<file path="src/rtl/audio_tx_serializer.sv">
`timescale 1ns/1ps
module audio_tx_serializer #(
  parameter int WORD_W   = 32,
  parameter int SAMPLE_W = 16,
  parameter int CNT_W    = 5
) (
  input  logic              clk,
  input  logic              rst_n,
  input  logic              en,
  input  logic              bit_tick,
  input  logic [1:0]        fmt_mode,
  input  logic [1:0]        data_ofs,
  input  logic [CNT_W-1:0]  half_len_m1,
  input  logic              bclk_inv,
  input  logic              fclk_inv,
  input  logic              sd_en,
  input  logic              hiz_idle,
  input  logic [1:0]        slot_en,
  input  logic [1:0]        slot_src,
  input  logic [WORD_W-1:0] fifo_data,
  input  logic              fifo_empty,
  output logic              fifo_pop,
  output logic              underrun,
  output logic              bclk,
  output logic              fclk,
  output logic              sdata,
  output logic              sdata_oe
);
  localparam int IDXW = $clog2(SAMPLE_W);
  localparam logic [1:0] FMT_SHORT = 2'd0;
  localparam logic [1:0] FMT_RIGHT = 2'd2;

  logic                run, phase, side;
  logic [CNT_W-1:0]    cnt;
  logic [1:0]          fetch;
  logic [SAMPLE_W-1:0] cur0, cur1, pend0, pend1, word, head;
  logic [IDXW-1:0]     bsel;
  logic                slot, in_win, fraw, fetching;
  int                  half, pos, q, b;

  logic unused_low;
  assign unused_low = ^fifo_data[WORD_W-SAMPLE_W-1:0];

  assign head     = fifo_empty ? '0 : fifo_data[WORD_W-1 -: SAMPLE_W];
  assign fetching = run && (fetch != 2'd0);
  assign fifo_pop = fetching && !fifo_empty;
  assign underrun = fetching && fifo_empty;

  always_comb begin
    half = int'(half_len_m1) + 1;
    pos  = side ? half + int'(cnt) : int'(cnt);
    slot = side;
    b    = -1;
    q    = 0;
    fraw = side;
    case (fmt_mode)
      FMT_SHORT: begin
        fraw = (pos == 0);
        q    = pos - int'(data_ofs);
        slot = 1'b0;
        if (q >= 0 && q < 2*SAMPLE_W) begin
          slot = (q >= SAMPLE_W);
          b    = q % SAMPLE_W;
        end
      end
      FMT_RIGHT: b = int'(cnt) + SAMPLE_W - half;
      default:   b = int'(cnt) - int'(data_ofs);
    endcase
    in_win = run && b >= 0 && b < SAMPLE_W && slot_en[slot];
    word   = slot_src[slot] ? cur1 : cur0;
    bsel   = IDXW'(SAMPLE_W - 1 - b);
  end

  assign bclk     = (run & phase) ^ bclk_inv;
  assign fclk     = (run & fraw) ^ fclk_inv;
  assign sdata_oe = run && sd_en && !(hiz_idle && !in_win);
  assign sdata    = sdata_oe && in_win && word[bsel];

  always_ff @(posedge clk) begin
    if (!rst_n || !en) begin
      run   <= 1'b0;
      phase <= 1'b0;
      side  <= 1'b0;
      cnt   <= '0;
      fetch <= 2'd0;
      cur0  <= '0;
      cur1  <= '0;
      pend0 <= '0;
      pend1 <= '0;
    end else if (!run) begin
      run   <= 1'b1;
      fetch <= 2'd2;
    end else begin
      if (fetch != 2'd0) begin
        if (fetch == 2'd2) pend0 <= head;
        else               pend1 <= head;
        fetch <= fetch - 2'd1;
      end
      if (bit_tick) begin
        phase <= ~phase;
        if (phase) begin
          if (cnt == half_len_m1) begin
            cnt  <= '0;
            side <= ~side;
            if (side) begin
              cur0  <= pend0;
              cur1  <= pend1;
              fetch <= 2'd2;
            end
          end else begin
            cnt <= cnt + CNT_W'(1);
          end
        end
      end
    end
  end
endmodule

</file>
<file path="config.mk">
export PLATFORM = sky130hd
export DESIGN_NAME = audio_tx_serializer
export DESIGN_NICKNAME = d
export VERILOG_FILES = /design/src/rtl/audio_tx_serializer.sv
export SDC_FILE = /design/constraint.sdc
export NUM_CORES = 1
export LEC_CHECK = 0
export ABC_AREA = 0
export BUFFER_PORTS_ARGS = -buffer_cell sky130_fd_sc_hd__buf_2
export CAP_MARGIN = 20
export CORE_MARGIN = 5
export CORE_UTILIZATION = 45
export DETAILED_ROUTE_END_ITERATION = 8
export PLACE_DENSITY = 0.77
export SYNTH_ARGS = -nofsm -noshare
export SYNTH_HDL_FRONTEND = slang
export SYNTH_SLANG_ARGS = --single-unit
</file>
<file path="constraint.sdc">
create_clock -name clk -period 5.1 [get_ports clk]
set_clock_uncertainty 0.1 [all_clocks]
set_input_delay 0.51 -clock clk [delete_from_list [all_inputs] [get_ports clk]]
set_output_delay 0.51 -clock clk [all_outputs]
set_load 0.02 [all_outputs]
</file>
==> results of run 1 <==
[critical path: stages]
cell	delay, ns
buf_4	0.13
ha_4	0.26
inv_2	0.04
fa_1	0.58
a21oi_4	0.10
ha_4	0.26
nor2b_4	0.18
nor2_4	0.05
buf_4	0.14
o311a_4	0.31
o32ai_4	0.35
and2_4	0.20
a21o_1	0.16
mux4_2	0.50
o22a_1	0.25
a31oi_4	0.22
a221oi_4	0.09
buf_6	0.15
[report_power, final]
| part | total, uW | internal [uW] | switching [uW] |
|---|---|---|---|
| combinational | 164 | 72.2 | 91.5 |
| sequential | 581 | 578 | 2.72 |
| clock | 486 | 274 | 212 |
[worst min-delay path by stage]
stage	startpoint	to	slack, ns	cells after the start
after global routing	pend1[10]	cur1[10]	0.36	2
final	pend1[13]	cur1[13]	0.36	2
after CTS	pend1[10]	cur1[10]	0.35	2
after floorplan	pend0[5]	cur0[5]	0.33	2
after detailed placement	pend1[13]	cur1[13]	0.35	2
after global placement	pend0[3]	cur0[3]	0.34	2
[registers in the layout (all words and copies together), names as in the netlist]
name	count
phase	1
cur1	16
cur0	16
pend0	16
fetch	2
pend1	16
run	1
cnt	5
side	1
[routing by layer]
metal	part of all wire [%]	up-vias	GRT usage (%)	wire length (microns)
met1	44	1849	22.7	4630
met4	2.0	0	7.48	210
met3	4.7	19	1.67	490
met5	0	-	0	0
met2	49	93	32.5	5200
li1	-	1978	-	-
[cell usage after synthesis, drive strengths merged, types with 3 or more instances]
cell type | count | area, sq um
nand3 | 11 | 55.1
fa | 4 | 80.1
nor3 | 5 | 30.0
nand4 | 6 | 37.5
xor2 | 9 | 78.8
or3 | 3 | 28.8
a21oi | 74 | 370
clkbuf | 26 | 97.6
mux2i | 17 | 174
a22oi | 3 | 36.3
and3 | 3 | 23.8
mux2 | 3 | 33.8
xnor2 | 13 | 114
and2 | 5 | 31.3
a31oi | 9 | 77.6
a21o | 5 | 38.8
nand2 | 151 | 567
nand2b | 3 | 18.8
o21ai | 11 | 55.1
inv | 27 | 101
nor2 | 24 | 90.1
dfxtp | 74 | 1480
nor2b | 23 | 144
ha | 22 | 275
buf | 5 | 36.3
[cell families (layout without fill, tap and decap cells)]
group	after synthesis	in the layout	share of synthesized area, %
flops	74	74	34.3
buf+inv	58	111	5.45
compound gates	119	119	17.0
mux	21	21	5.33
simple gates	242	242	25.2
fa+ha+maj	26	26	8.23
xor+xnor	22	22	4.46
[cell type report]
| class | instances | area, sq um |
|---|---|---|
| multi-input combinational | 430 | 2800 |
| timing repair buffer | 69 | 450 |
| inverter | 27 | 101 |
| clock inverter | 6 | 90.1 |
| clock buffer | 9 | 124 |
| sequential | 74 | 1490 |
| tap | 129 | 161 |
| fill | 847 | 4070 |
[per-stage QoR]
step / util (%) / total power (uW)
6_report: 56.2 / 1230
5_1_grt: 56.2 / 1280
2_1_floorplan: - / 690
3_5_place_dp: 50.9 / 738
4_1_cts: 54.6 / 1220
3_3_place_gp: 50.9 / 734
[repair_timing]
| item | in CTS | in global routing |
|---|---|---|
| setup endpoints to repair | 1 | 1 |
| gates cloned | 0 | 0 |
| buffers inserted | 2 | 1 |
| gates resized for setup | 21 | 22 |
| pin swaps | 8 | 14 |
==> impl_metrics.ini, run 1 <==
[setup_path]
crit_path_max_fanout = 3
ff2ff_setup_slack_ns = 2.40
critPathLaunch = half_len_m1[0]
end_kind = primary output
rr_startpoint = cnt[0]
critPathRequiredTime_ns = 4.49
ff2ff_path_depth = 9
worstPathArrival_ns = 4.52
worstReg2RegEnd = cur0[7]
critical_path_class = primary input to primary output
startpoint_type = primary input
crit_end = sdata

[clock_tree]
cts_buffer_depth = 2
cts_made_buffers = 9
root_buffer = clkbuf_8
clock-sinks = 74
clkLatencyLatePin_ns = 0.34
clk_pin_slew_worst_paths_ns = 0.08
hold_buffers = 0
cts_tree = done
htree_levels = 3

[floorplan]
dieArea_sq_um = 11700
rows = 35
coreArea_sq_um = 9280
fp.dieW_microns = 108
ios = 60
die_h_microns = 108
initial_core_util_pct = 46.5

[power_and_ir_drop]
power-per-cell-area_nw_per_um2 = 236
peakVddDrop_mv = 0.211
leakage_uw = 0.00201

[timing]
layout_min_cycle_time_ns = 5.13
fin_hold_ws_ns = 0.358
worstMarginPinSlew_ns = 1.01
relSlewSlack_pct = 32.4
setup_ws_ns = -0.0262
setup_viol = 1
rsz0062_at_grt = true
min_period_over_period_pct = 101
drv_slew = 0
fmax_mhz = 195
hold_violations = 0
setup-tns-final_ns = -0.0262

[outcome]
violations = setup timing
status = complete, but fails checks

[grt]
grt_pass1_vias = 3874
grt_overflow = 0
antenna_found_initial = 0
grt_max_degree = 70
grt_pass1_wl_microns = 17300
track_usage_pct = 18.3

[flow_run]
maxCapViolations = 0

[placement]
place_area_sq_um = 4730
dpl.hpwl_microns = 7480
place_ws_ns = -0.174
port_buffers = 43
gp_congestion = 0.885
placedCellCount = 725

[logic_synthesis]
syn-num-nets = 642
ys_ff_latch = 74
syn_area_sq_um = 4320
ys_seq_area_share_pct = 34.3
postSynthAreaPerCell_sq_um = 7.69
yosysWarnings = 0
synth-main-ff-cell = dfxtp_1
synth_edf_count = 0
netlist_instances = 562
ys_async_sr_fraction_pct = 0
ys_types = 57

[final_layout]
nets = 691
antenna_cells = 0
final_common_cell = nand2_1
final_cell_area_sq_um = 5220
final_cell_mix = nand2_1 (150), a21oi_1 (73), dfxtp_1 (73)
drive_above_1_share_pct = 20.8
syn2layout_area_growth_pct = 20.8
fin_cells = 744

[drt]
drt-total-wl_microns = 10500
antenna_left = 0
viasPerCell = 5.29
drc = 0
vias = 3939
drt-pass1-iter-count = 6
dr.first_iter.drc_count = 241
post_drt_wl_per_cell_microns = 14.1

[hold_path]
min_path_type = register to register
Power figures use the tool's default switching activity.
==> inputs of run 2 (changes only) <==
Settings changed: SKIP_LAST_GASP set to 1.
==> run 2 against run 1 <==
Effect of this change: the flow still finishes with violations (setup timing); sequential power hardly changed; final cell count stayed put; sequential cell count stayed put; sequential share of layout area hardly changed; power hardly changed; via count is 0.18% lower; first-iteration DRC count is 9.5% lower; worst hold slack worse by 0.0039 ns; combinational power hardly changed; clock power hardly changed; setup slack better by 0.0053 ns; critical endpoint unchanged; largest cell class unchanged.
==> impl_metrics.ini, run 2 (synthesis gave the netlist of run 1 again) <==
[hold_path]
hold_start = pend1[10]
hold_path_depth = 2
min_path_type = register to register

[drt]
post_drt_wl_per_cell_microns = 14.0
dr.first_iter.drc_count = 218
vias = 3932
drc = 0
drt-pass1-iter-count = 5
antenna_left = 0
viasPerCell = 5.28
drt-total-wl_microns = 10400

[floorplan]
ios = 60
initial_core_util_pct = 46.5
dieArea_sq_um = 11700
coreArea_sq_um = 9280
fp.dieW_microns = 108
die_h_microns = 108
rows = 35

[setup_path]
end_kind = primary output
startpoint_type = primary input
worstPathArrival_ns = 4.51
critPathLaunch = half_len_m1[0]
crit_path_max_fanout = 3
rr_startpoint = cnt[0]
critPathRequiredTime_ns = 4.49
ff2ff_path_depth = 9
critical_path_class = primary input to primary output

[outcome]
status = complete, but fails checks
violations = setup timing

[grt]
grt_overflow = 0
antenna_found_initial = 0
grt_pass1_vias = 3874
grt_max_degree = 70
grt_pass1_wl_microns = 17300
track_usage_pct = 18.3

[placement]
place_area_sq_um = 4730
dpl.hpwl_microns = 7480
port_buffers = 43
gp_congestion = 0.885
placedCellCount = 725

[clock_tree]
clock-sinks = 74
clkLatencyLatePin_ns = 0.34
cts_tree = done
root_buffer = clkbuf_8
clk_pin_slew_worst_paths_ns = 0.08
cts_buffer_depth = 2
htree_levels = 3
cts_made_buffers = 9

[final_layout]
final_common_cell = nand2_1
final_cell_mix = nand2_1 (150), a21oi_1 (73), dfxtp_1 (73)
syn2layout_area_growth_pct = 20.7
antenna_cells = 0
nets = 691
final_util_pct = 56.1
fill_cells = 847
final_cell_area_sq_um = 5210
fin_cells = 744
drive_above_1_share_pct = 20.8

[power_and_ir_drop]
pwr-share-comb_pct = 13.2
leakage_uw = 0.00201
internal_power_uw = 924
p_seq_share_pct = 47.3
sw_frac_of_total_pct = 24.8
power-per-cell-area_nw_per_um2 = 236
peakVddDrop_mv = 0.211
pwr-share-clk_pct = 39.5
p_switching_uw = 305
totalPowerFinal_uw = 1230

[timing]
setup_viol = 1
rsz0062_at_grt = true
relSlewSlack_pct = 32.4
min_period_over_period_pct = 100
fmax_mhz = 195
drv_slew = 0
setup_ws_ns = -0.0208
layout_min_cycle_time_ns = 5.12
setup-tns-final_ns = -0.0208
worstMarginPinSlew_ns = 1.01
hold_violations = 0

[flow_run]
maxCapViolations = 0
-- run 2: critical path, cell delays in order --
cell and delay (ns):
buf_4 0.13, ha_4 0.26, inv_2 0.04, fa_1 0.58, a21oi_4 0.10, ha_4 0.26
nor2b_4 0.18, nor2_4 0.05, buf_4 0.14, o311a_4 0.31, o32ai_4 0.35, and2_4 0.20
a21o_1 0.16, mux4_2 0.50, o22a_1 0.26, a31oi_4 0.21, a221oi_4 0.09, buf_6 0.15
-- run 2: stage by stage --
step                      setup slack [ns]  hold slack (ns)
after CTS                           0.0170            0.353
after floorplan                      0.333            0.332
final                              -0.0208            0.354
after global routing                -0.158            0.363
after global placement              -0.109            0.339
after detailed placement            -0.174            0.346
-- run 2: worst paths after layout --
check / end / slack, ns
setup / recovery: sdata / -0.02
hold / removal: cur1[10] / 0.35
setup reg to reg: cur0[7] / 2.39
hold reg to reg: cur1[10] / 0.35
-- run 2: timing repair --
action,CTS,global route
resized for setup,21,21
setup buffers,2,1
pin swaps,8,14
setup endpoints to repair,1,1
hold buffers,0,0
-- run 2: layout make-up --
class | instances | area, sq um | area share [%]
clock buffers | 9 | 124 | 2.38
clock inverters | 6 | 90.1 | 1.73
inverters | 27 | 101 | 1.94
multi-input cells | 430 | 2800 | 53.8
flip-flops and latches | 74 | 1490 | 28.5
well taps | 129 | 161 | 3.10
repair buffers | 69 | 447 | 8.57
-- run 2: power groups by stage --
stage / logic [uW] / registers (uW) / clock network (uW)
final: 163 / 581 / 486
after global routing: 179 / 581 / 519
after CTS: 153 / 581 / 490
after detailed placement: 143 / 595 / 0
after global placement: 139 / 595 / 0
after floorplan: 96.2 / 593 / 0
-- run 2: layer usage --
layer	global-route usage, %	part of all wire, %	up-vias
li1	-	-	1978
met1	22.7	44	1829
met2	32.5	50	104
met3	1.67	4.4	21
met4	7.48	2.0	0
met5	0	0	-
